## src/rtl/tiny8_pkg.sv

```systemverilog
package tiny8_pkg;

    typedef enum logic [2:0] {
        OP_ADD = 3'b000,
        OP_AND = 3'b001,
        OP_BRR = 3'b010,
        OP_LDI = 3'b011,
        OP_LEA = 3'b100,
        OP_LD  = 3'b101,
        OP_ST  = 3'b110,
        OP_NOT = 3'b111
    } opcode_e;

    typedef enum logic [1:0] {
        ST_FETCH  = 2'd0,
        ST_DECODE = 2'd1,
        ST_EXEC   = 2'd2,
        ST_MEM    = 2'd3
    } state_e;

    // instruction byte layout: opcode, register A, select bit, register B
    typedef struct packed {
        opcode_e    op;
        logic [1:0] ra;
        logic       sel;
        logic [1:0] rb;
    } instr_t;

    localparam logic [2:0] FLAG_N = 3'b100;
    localparam logic [2:0] FLAG_Z = 3'b010;
    localparam logic [2:0] FLAG_P = 3'b001;

endpackage

```

## src/rtl/tiny8_regfile.sv

```systemverilog
module tiny8_regfile #(
    parameter int DATA_W = 8,
    parameter int NREG   = 4,
    localparam int RA_W  = $clog2(NREG)
) (
    input  logic              clk,
    input  logic              rst,
    input  logic              we,
    input  logic [RA_W-1:0]   waddr,
    input  logic [DATA_W-1:0] wdata,
    input  logic [RA_W-1:0]   raddr_a,
    input  logic [RA_W-1:0]   raddr_b,
    output logic [DATA_W-1:0] rdata_a,
    output logic [DATA_W-1:0] rdata_b
);

    logic [DATA_W-1:0] regs [NREG];

    for (genvar g = 0; g < NREG; g++) begin : g_reg
        always_ff @(posedge clk) begin
            if (rst) begin
                regs[g] <= '0;
            end else if (we && (waddr == RA_W'(g))) begin
                regs[g] <= wdata;
            end
        end
    end

    assign rdata_a = regs[raddr_a];
    assign rdata_b = regs[raddr_b];

endmodule

```

## src/rtl/tiny8_alu.sv

```systemverilog
module tiny8_alu
    import tiny8_pkg::*;
#(
    parameter int DATA_W = 8
) (
    input  opcode_e           op,
    input  logic [DATA_W-1:0] a,
    input  logic [DATA_W-1:0] b,
    output logic [DATA_W-1:0] y
);

    always_comb begin
        case (op)
            OP_ADD:  y = a + b;
            OP_AND:  y = a & b;
            OP_NOT:  y = ~a;
            default: y = a;
        endcase
    end

endmodule

```

## src/rtl/tiny8_ctrl.sv

```systemverilog
module tiny8_ctrl
    import tiny8_pkg::*;
(
    input  logic    clk,
    input  logic    rst,
    input  logic    halt,
    input  opcode_e op,
    output state_e  state,
    output logic    ir_load,
    output logic    exec_en,
    output logic    mem_wb
);

    state_e state_nx;

    // state register
    always_ff @(posedge clk) begin
        if (rst) begin
            state <= ST_FETCH;
        end else begin
            state <= state_nx;
        end
    end

    // next state and per-state strobes
    always_comb begin
        state_nx = state;
        ir_load  = 1'b0;
        exec_en  = 1'b0;
        mem_wb   = 1'b0;
        unique case (state)
            ST_FETCH: begin
                state_nx = halt ? ST_FETCH : ST_DECODE;
            end
            ST_DECODE: begin
                ir_load  = 1'b1;
                state_nx = ST_EXEC;
            end
            ST_EXEC: begin
                exec_en  = 1'b1;
                state_nx = (op == OP_LD) ? ST_MEM : ST_FETCH;
            end
            ST_MEM: begin
                mem_wb   = 1'b1;
                state_nx = ST_FETCH;
            end
        endcase
    end

endmodule

```

## src/rtl/tiny8_core.sv

```systemverilog
module tiny8_core
    import tiny8_pkg::*;
#(
    parameter int DATA_W = 8,
    localparam int NREG  = 4,
    localparam int IMM_W = 5,
    localparam int SEL_W = 2
) (
    input  logic              clk,
    input  logic              rst,
    input  logic              halt,
    output logic [DATA_W-1:0] imem_addr,
    input  logic [7:0]        imem_rdata,
    output logic [DATA_W-1:0] dmem_addr,
    output logic [DATA_W-1:0] dmem_wdata,
    output logic              dmem_we,
    input  logic [DATA_W-1:0] dmem_rdata
);

    state_e            state;
    instr_t            ir;
    logic [DATA_W-1:0] pc;
    logic [2:0]        flags;
    logic              ir_load, exec_en, mem_wb;

    logic [DATA_W-1:0] rd_a, rd_b, opnd_b, alu_y, imm5, wb_data;
    logic [1:0]        wb_addr;
    logic              wb_en, flag_upd, br_taken;

    tiny8_ctrl u_ctrl (
        .clk     (clk),
        .rst     (rst),
        .halt    (halt),
        .op      (ir.op),
        .state   (state),
        .ir_load (ir_load),
        .exec_en (exec_en),
        .mem_wb  (mem_wb)
    );

    tiny8_regfile #(.DATA_W(DATA_W), .NREG(NREG)) u_rf (
        .clk     (clk),
        .rst     (rst),
        .we      (wb_en),
        .waddr   (wb_addr),
        .wdata   (wb_data),
        .raddr_a (ir.ra),
        .raddr_b (ir.rb),
        .rdata_a (rd_a),
        .rdata_b (rd_b)
    );

    // operand select: register B or short sign-extended constant
    assign opnd_b = ir.sel ? {{(DATA_W-SEL_W){ir.rb[1]}}, ir.rb} : rd_b;
    assign imm5   = {{(DATA_W-IMM_W){ir.ra[1]}}, ir.ra, ir.sel, ir.rb};

    tiny8_alu #(.DATA_W(DATA_W)) u_alu (
        .op (ir.op),
        .a  (rd_a),
        .b  (opnd_b),
        .y  (alu_y)
    );

    assign br_taken = |({ir.ra, ir.sel} & flags);

    // write-back selection
    always_comb begin
        wb_en    = 1'b0;
        wb_addr  = ir.ra;
        wb_data  = alu_y;
        flag_upd = 1'b0;
        if (exec_en) begin
            unique case (ir.op)
                OP_ADD, OP_AND, OP_NOT: begin
                    wb_en    = 1'b1;
                    flag_upd = 1'b1;
                end
                OP_LDI: begin
                    wb_en    = 1'b1;
                    wb_addr  = 2'd0;
                    wb_data  = imm5;
                    flag_upd = 1'b1;
                end
                OP_LEA: begin
                    wb_en    = 1'b1;
                    wb_addr  = 2'd0;
                    wb_data  = pc + imm5;
                end
                OP_BRR, OP_LD, OP_ST: begin
                    wb_en    = 1'b0;
                end
            endcase
        end else if (mem_wb) begin
            wb_en    = 1'b1;
            wb_data  = dmem_rdata;
            flag_upd = 1'b1;
        end
    end

    always_ff @(posedge clk) begin
        if (rst) begin
            ir <= '0;
        end else if (ir_load) begin
            ir <= instr_t'(imem_rdata);
        end
    end

    always_ff @(posedge clk) begin
        if (rst) begin
            pc <= '0;
        end else if (ir_load) begin
            pc <= pc + DATA_W'(1);
        end else if (exec_en && (ir.op == OP_BRR) && br_taken) begin
            pc <= rd_b;
        end
    end

    always_ff @(posedge clk) begin
        if (rst) begin
            flags <= FLAG_Z;
        end else if (flag_upd) begin
            if (wb_data[DATA_W-1]) begin
                flags <= FLAG_N;
            end else if (wb_data == '0) begin
                flags <= FLAG_Z;
            end else begin
                flags <= FLAG_P;
            end
        end
    end

    assign imem_addr  = pc;
    assign dmem_addr  = rd_b;
    assign dmem_wdata = rd_a;
    assign dmem_we    = exec_en && (ir.op == OP_ST);

endmodule

```

## config.mk

```make
export PLATFORM = sky130hd
export DESIGN_NAME = tiny8_core
export DESIGN_NICKNAME = d
export VERILOG_FILES = /design/src/rtl/tiny8_pkg.sv /design/src/rtl/tiny8_regfile.sv /design/src/rtl/tiny8_alu.sv /design/src/rtl/tiny8_ctrl.sv /design/src/rtl/tiny8_core.sv
export SDC_FILE = /design/constraint.sdc
export NUM_CORES = 1
export LEC_CHECK = 0
export CORE_UTILIZATION = 62
export CTS_CLUSTER_SIZE = 24
export DETAILED_ROUTE_END_ITERATION = 8
export GPL_TIMING_DRIVEN = 0
export PLACE_DENSITY_LB_ADDON = 0.15
export SLEW_MARGIN = 25
export SYNTH_ARGS = -nofsm -noshare
export SYNTH_HDL_FRONTEND = slang
export SYNTH_SLANG_ARGS = --single-unit
export TNS_END_PERCENT = 1
```

## constraint.sdc

```tcl
create_clock -name clk -period 7.3 [get_ports clk]
set_input_delay 1.095 -clock clk [delete_from_list [all_inputs] [get_ports clk]]
set_output_delay 1.095 -clock clk [all_outputs]
set_load 0.05 [all_outputs]
```

==> results.sh <==
export IMPL_grt_usage_pct=36.9
export IMPL_p_seq_share_pct=37.3
export IMPL_p_sw_share_pct=32.8
export IMPL_die_h_um=83.1
export IMPL_grt_pass1_wl_mm=19.3
export IMPL_async_reset_ff_share_pct=0
export IMPL_gr_total_overflow=0
export IMPL_totalWireLength_mm=12.4
export IMPL_cts_setup_buffers=0
export IMPL_min_period_over_period_pct=61.4
export IMPL_clkPwrFrac_pct=34.1
export IMPL_syn_nets=469
export IMPL_relSlewSlack_pct=36.6
export IMPL_synth_edf_count=32
export IMPL_io_buffer_count=43
export IMPL_cts_tree="done"
export IMPL_fillCellCount=463
export IMPL_crit_required_ns=7.53
export IMPL_worst_pin_slew_ns=0.943
export IMPL_num_nets_final=523
export IMPL_clkLatencyLatePin_ns=0.34
export IMPL_ys_flop_type="edfxtp_1"
export IMPL_dieArea_sq_um=6910
export IMPL_ys_seq_elements=57
export IMPL_fmax_mhz=223
export IMPL_ioPinCount=44
export IMPL_placed_area_sq_um=4610
export IMPL_critical_path_class="reg -> reg"
export IMPL_synth_most_common_cell="nor2_1"
export IMPL_viasPerCell=6.79
export IMPL_antenna_found_initial=0
export IMPL_ys_warn_count=0
export IMPL_drt_iter0_markers=546
export IMPL_drive_gt1_share_pct=12.4
export IMPL_std_cell_rows=29
export IMPL_netlist_instances=432
export IMPL_regArea_sq_um=1460
export IMPL_first_pass_iters=6
export IMPL_p_per_area_nw_per_um2=201
export IMPL_clk_pin_slew_worst_paths_ns=0.07
export IMPL_ir_worst_vdd_mv=0.308
export IMPL_drc=0
export IMPL_synthDominantCellAreaShare_pct=23.5
export IMPL_cts_buffer_depth=2
export IMPL_h_tree_depth=3
export IMPL_worst_slack_ns=2.81
export IMPL_grt_setup_unrepaired="false"
export IMPL_startpoint_type="flip-flop"
export IMPL_num_antenna_cells=0
export IMPL_setup_violations=0
export IMPL_dp_cells=552
export IMPL_synth_area_sq_um=4080
export IMPL_worstPathArrival_ns=4.71
export IMPL_place_gp_congestion=0.923
export IMPL_first_global_vias=3729
export IMPL_synth_cell_types=74
export IMPL_whs_ns=0.489
export IMPL_p_total_mw=0.970
export IMPL_post_cts_resize_count=0
export IMPL_period_needed_ns=4.49
export IMPL_place_ws_ns=2.87
export IMPL_finalSetupTns_ns=0
export IMPL_clock_sinks=57
export IMPL_numCtsBuffers=9
export IMPL_grt_max_degree=11
export IMPL_layout_cells_non_filler=568
export IMPL_core_sq_um=6350
export IMPL_yosysTopAreaCell="edfxtp_1"
export IMPL_root_buffer="clkbuf_8"
export IMPL_finish_utilization_pct=75.9
export IMPL_die_width_um=83.1
export IMPL_via_count=3856
export IMPL_combPwrFrac_pct=28.6
export IMPL_synth_seq_area_share_pct=35.8
export IMPL_end_kind="flip-flop"
export IMPL_initial_utilization_pct=64.3
export IMPL_multi_input_area_sq_um=2380
export IMPL_cp_max_fo=8
export IMPL_syn_to_final_growth_pct=18.1
export IMPL_worstHoldPathType="reg -> reg"
export IMPL_drtAntennaViolNets=0
export IMPL_drv_cap=0
export IMPL_yosys_top_cells_area="edfxtp_1 (24%), dfxtp_1 (12%), mux4_2 (8.8%)"
export IMPL_finalHoldViolCount=0
export IMPL_clock_skew_final_ns=0.0106
export IMPL_design_area_sq_um=4820
export IMPL_cts_hold_buf=0
export IMPL_maxSlewViolCount=0
export IMPL_p_leak_nw=1.83
export IMPL_p_sw_mw=0.318
export IMPL_outcome="completed"
export IMPL_place_hpwl_mm=9.08
export IMPL_internal_power_mw=0.652
export IMPL_yosys_top_cells_count="nor2_1 (43), nand2_1 (39), a21oi_1 (34), edfxtp_1 (32), dfxtp_1 (25)"
export IMPL_wl_per_cell_um=21.9
export IMPL_syn_avg_cell_area_sq_um=9.45
## critical path, cell delays in order (launching register included)
cell and delay, ns:
dfxtp_1 0.31, clkbuf_1 0.57, mux4_2 0.67, mux2_2 0.33, ha_1 0.26, fa_1 0.43, nand3_1 0.11, a21boi_0 0.18
o31ai_1 0.29, o211ai_1 0.12, o21ai_0 0.50, and4bb_1 0.32, a221o_1 0.31
## metal layers
layer | part of all wire (%) | track usage, % | routed length (um)
met5 | 0 | 0 | 0
met3 | 9.8 | 3.98 | 1220
met1 | 39 | 49.4 | 4870
met4 | 5.2 | 20.7 | 649
met2 | 46 | 58.7 | 5680
## path summary, 6_finish.rpt
check                              from               endpoint  slack, ns  cells after the start
setup / recovery              flip-flop  flags[1]$_SDFFE_PP1P_       2.81                     12
hold / removal    flags[0]$_SDFFE_PP0P_  flags[0]$_SDFFE_PP0P_       0.49                      2
setup reg to reg              flip-flop  flags[1]$_SDFFE_PP1P_       2.81                     12
hold reg to reg   flags[0]$_SDFFE_PP0P_  flags[0]$_SDFFE_PP0P_       0.49                      2
## cells in the final DEF, fill, tap and decap left out, drive strengths merged, types with 7 or more instances in the layout
cell type / netlist / routed
mux4: 16 / 16
and3: 9 / 9
a22oi: 7 / 7
clkdlybuf4s50: 0 / 43
buf: 13 / 13
dfxtp: 25 / 25
a21o: 8 / 8
clkbuf: 16 / 27
nor3: 10 / 10
nor2: 44 / 44
edfxtp: 32 / 32
nand2: 39 / 39
a21oi: 34 / 34
inv: 13 / 13
o21ai: 29 / 29
ha: 16 / 16
nand3: 9 / 9
a211oi: 7 / 7
nor2b: 12 / 12
## kinds of logic after synthesis
group | count (synthesis) | share of synthesized area [%]
and+or+nand+nor | 158 | 19.7
AOI/OAI and AO/OA | 129 | 21.4
DFF | 57 | 35.8
buffers and inverters | 43 | 5.82
muxes | 20 | 9.87
adders and majority gates | 18 | 5.88
xor gates and xnor gates | 7 | 1.50
## final cells by class
class / instances / share of cell area, %
Sequential cell: 57 / 30.3
Clock inverter: 5 / 1.66
Clock buffer: 11 / 2.73
Multi-Input combinational cell: 332 / 49.4
Buffer: 29 / 3.84
Inverter: 14 / 1.09
Timing Repair Buffer: 43 / 8.93
Tap cell: 77 / 2.00
## power groups by stage
stage / Sequential [mW] / Clock, mW / Combinational [mW]
global route: 0.363 / 0.341 / 0.294
global placement: 0.367 / 0 / 0.265
floorplan: 0.366 / 0 / 0.189
finish: 0.362 / 0.330 / 0.278
detailed placement: 0.368 / 0 / 0.270
CTS: 0.361 / 0.329 / 0.272
## sequential cells by signal, indices dropped and copies added, names as in the netlist, named ones only
signal	cells
u_rf.regs	32
imem_addr	8
imm5	5
flags	3
ir	3
u_ctrl.state	2
Note: power is estimated with default switching activity, not from simulation.
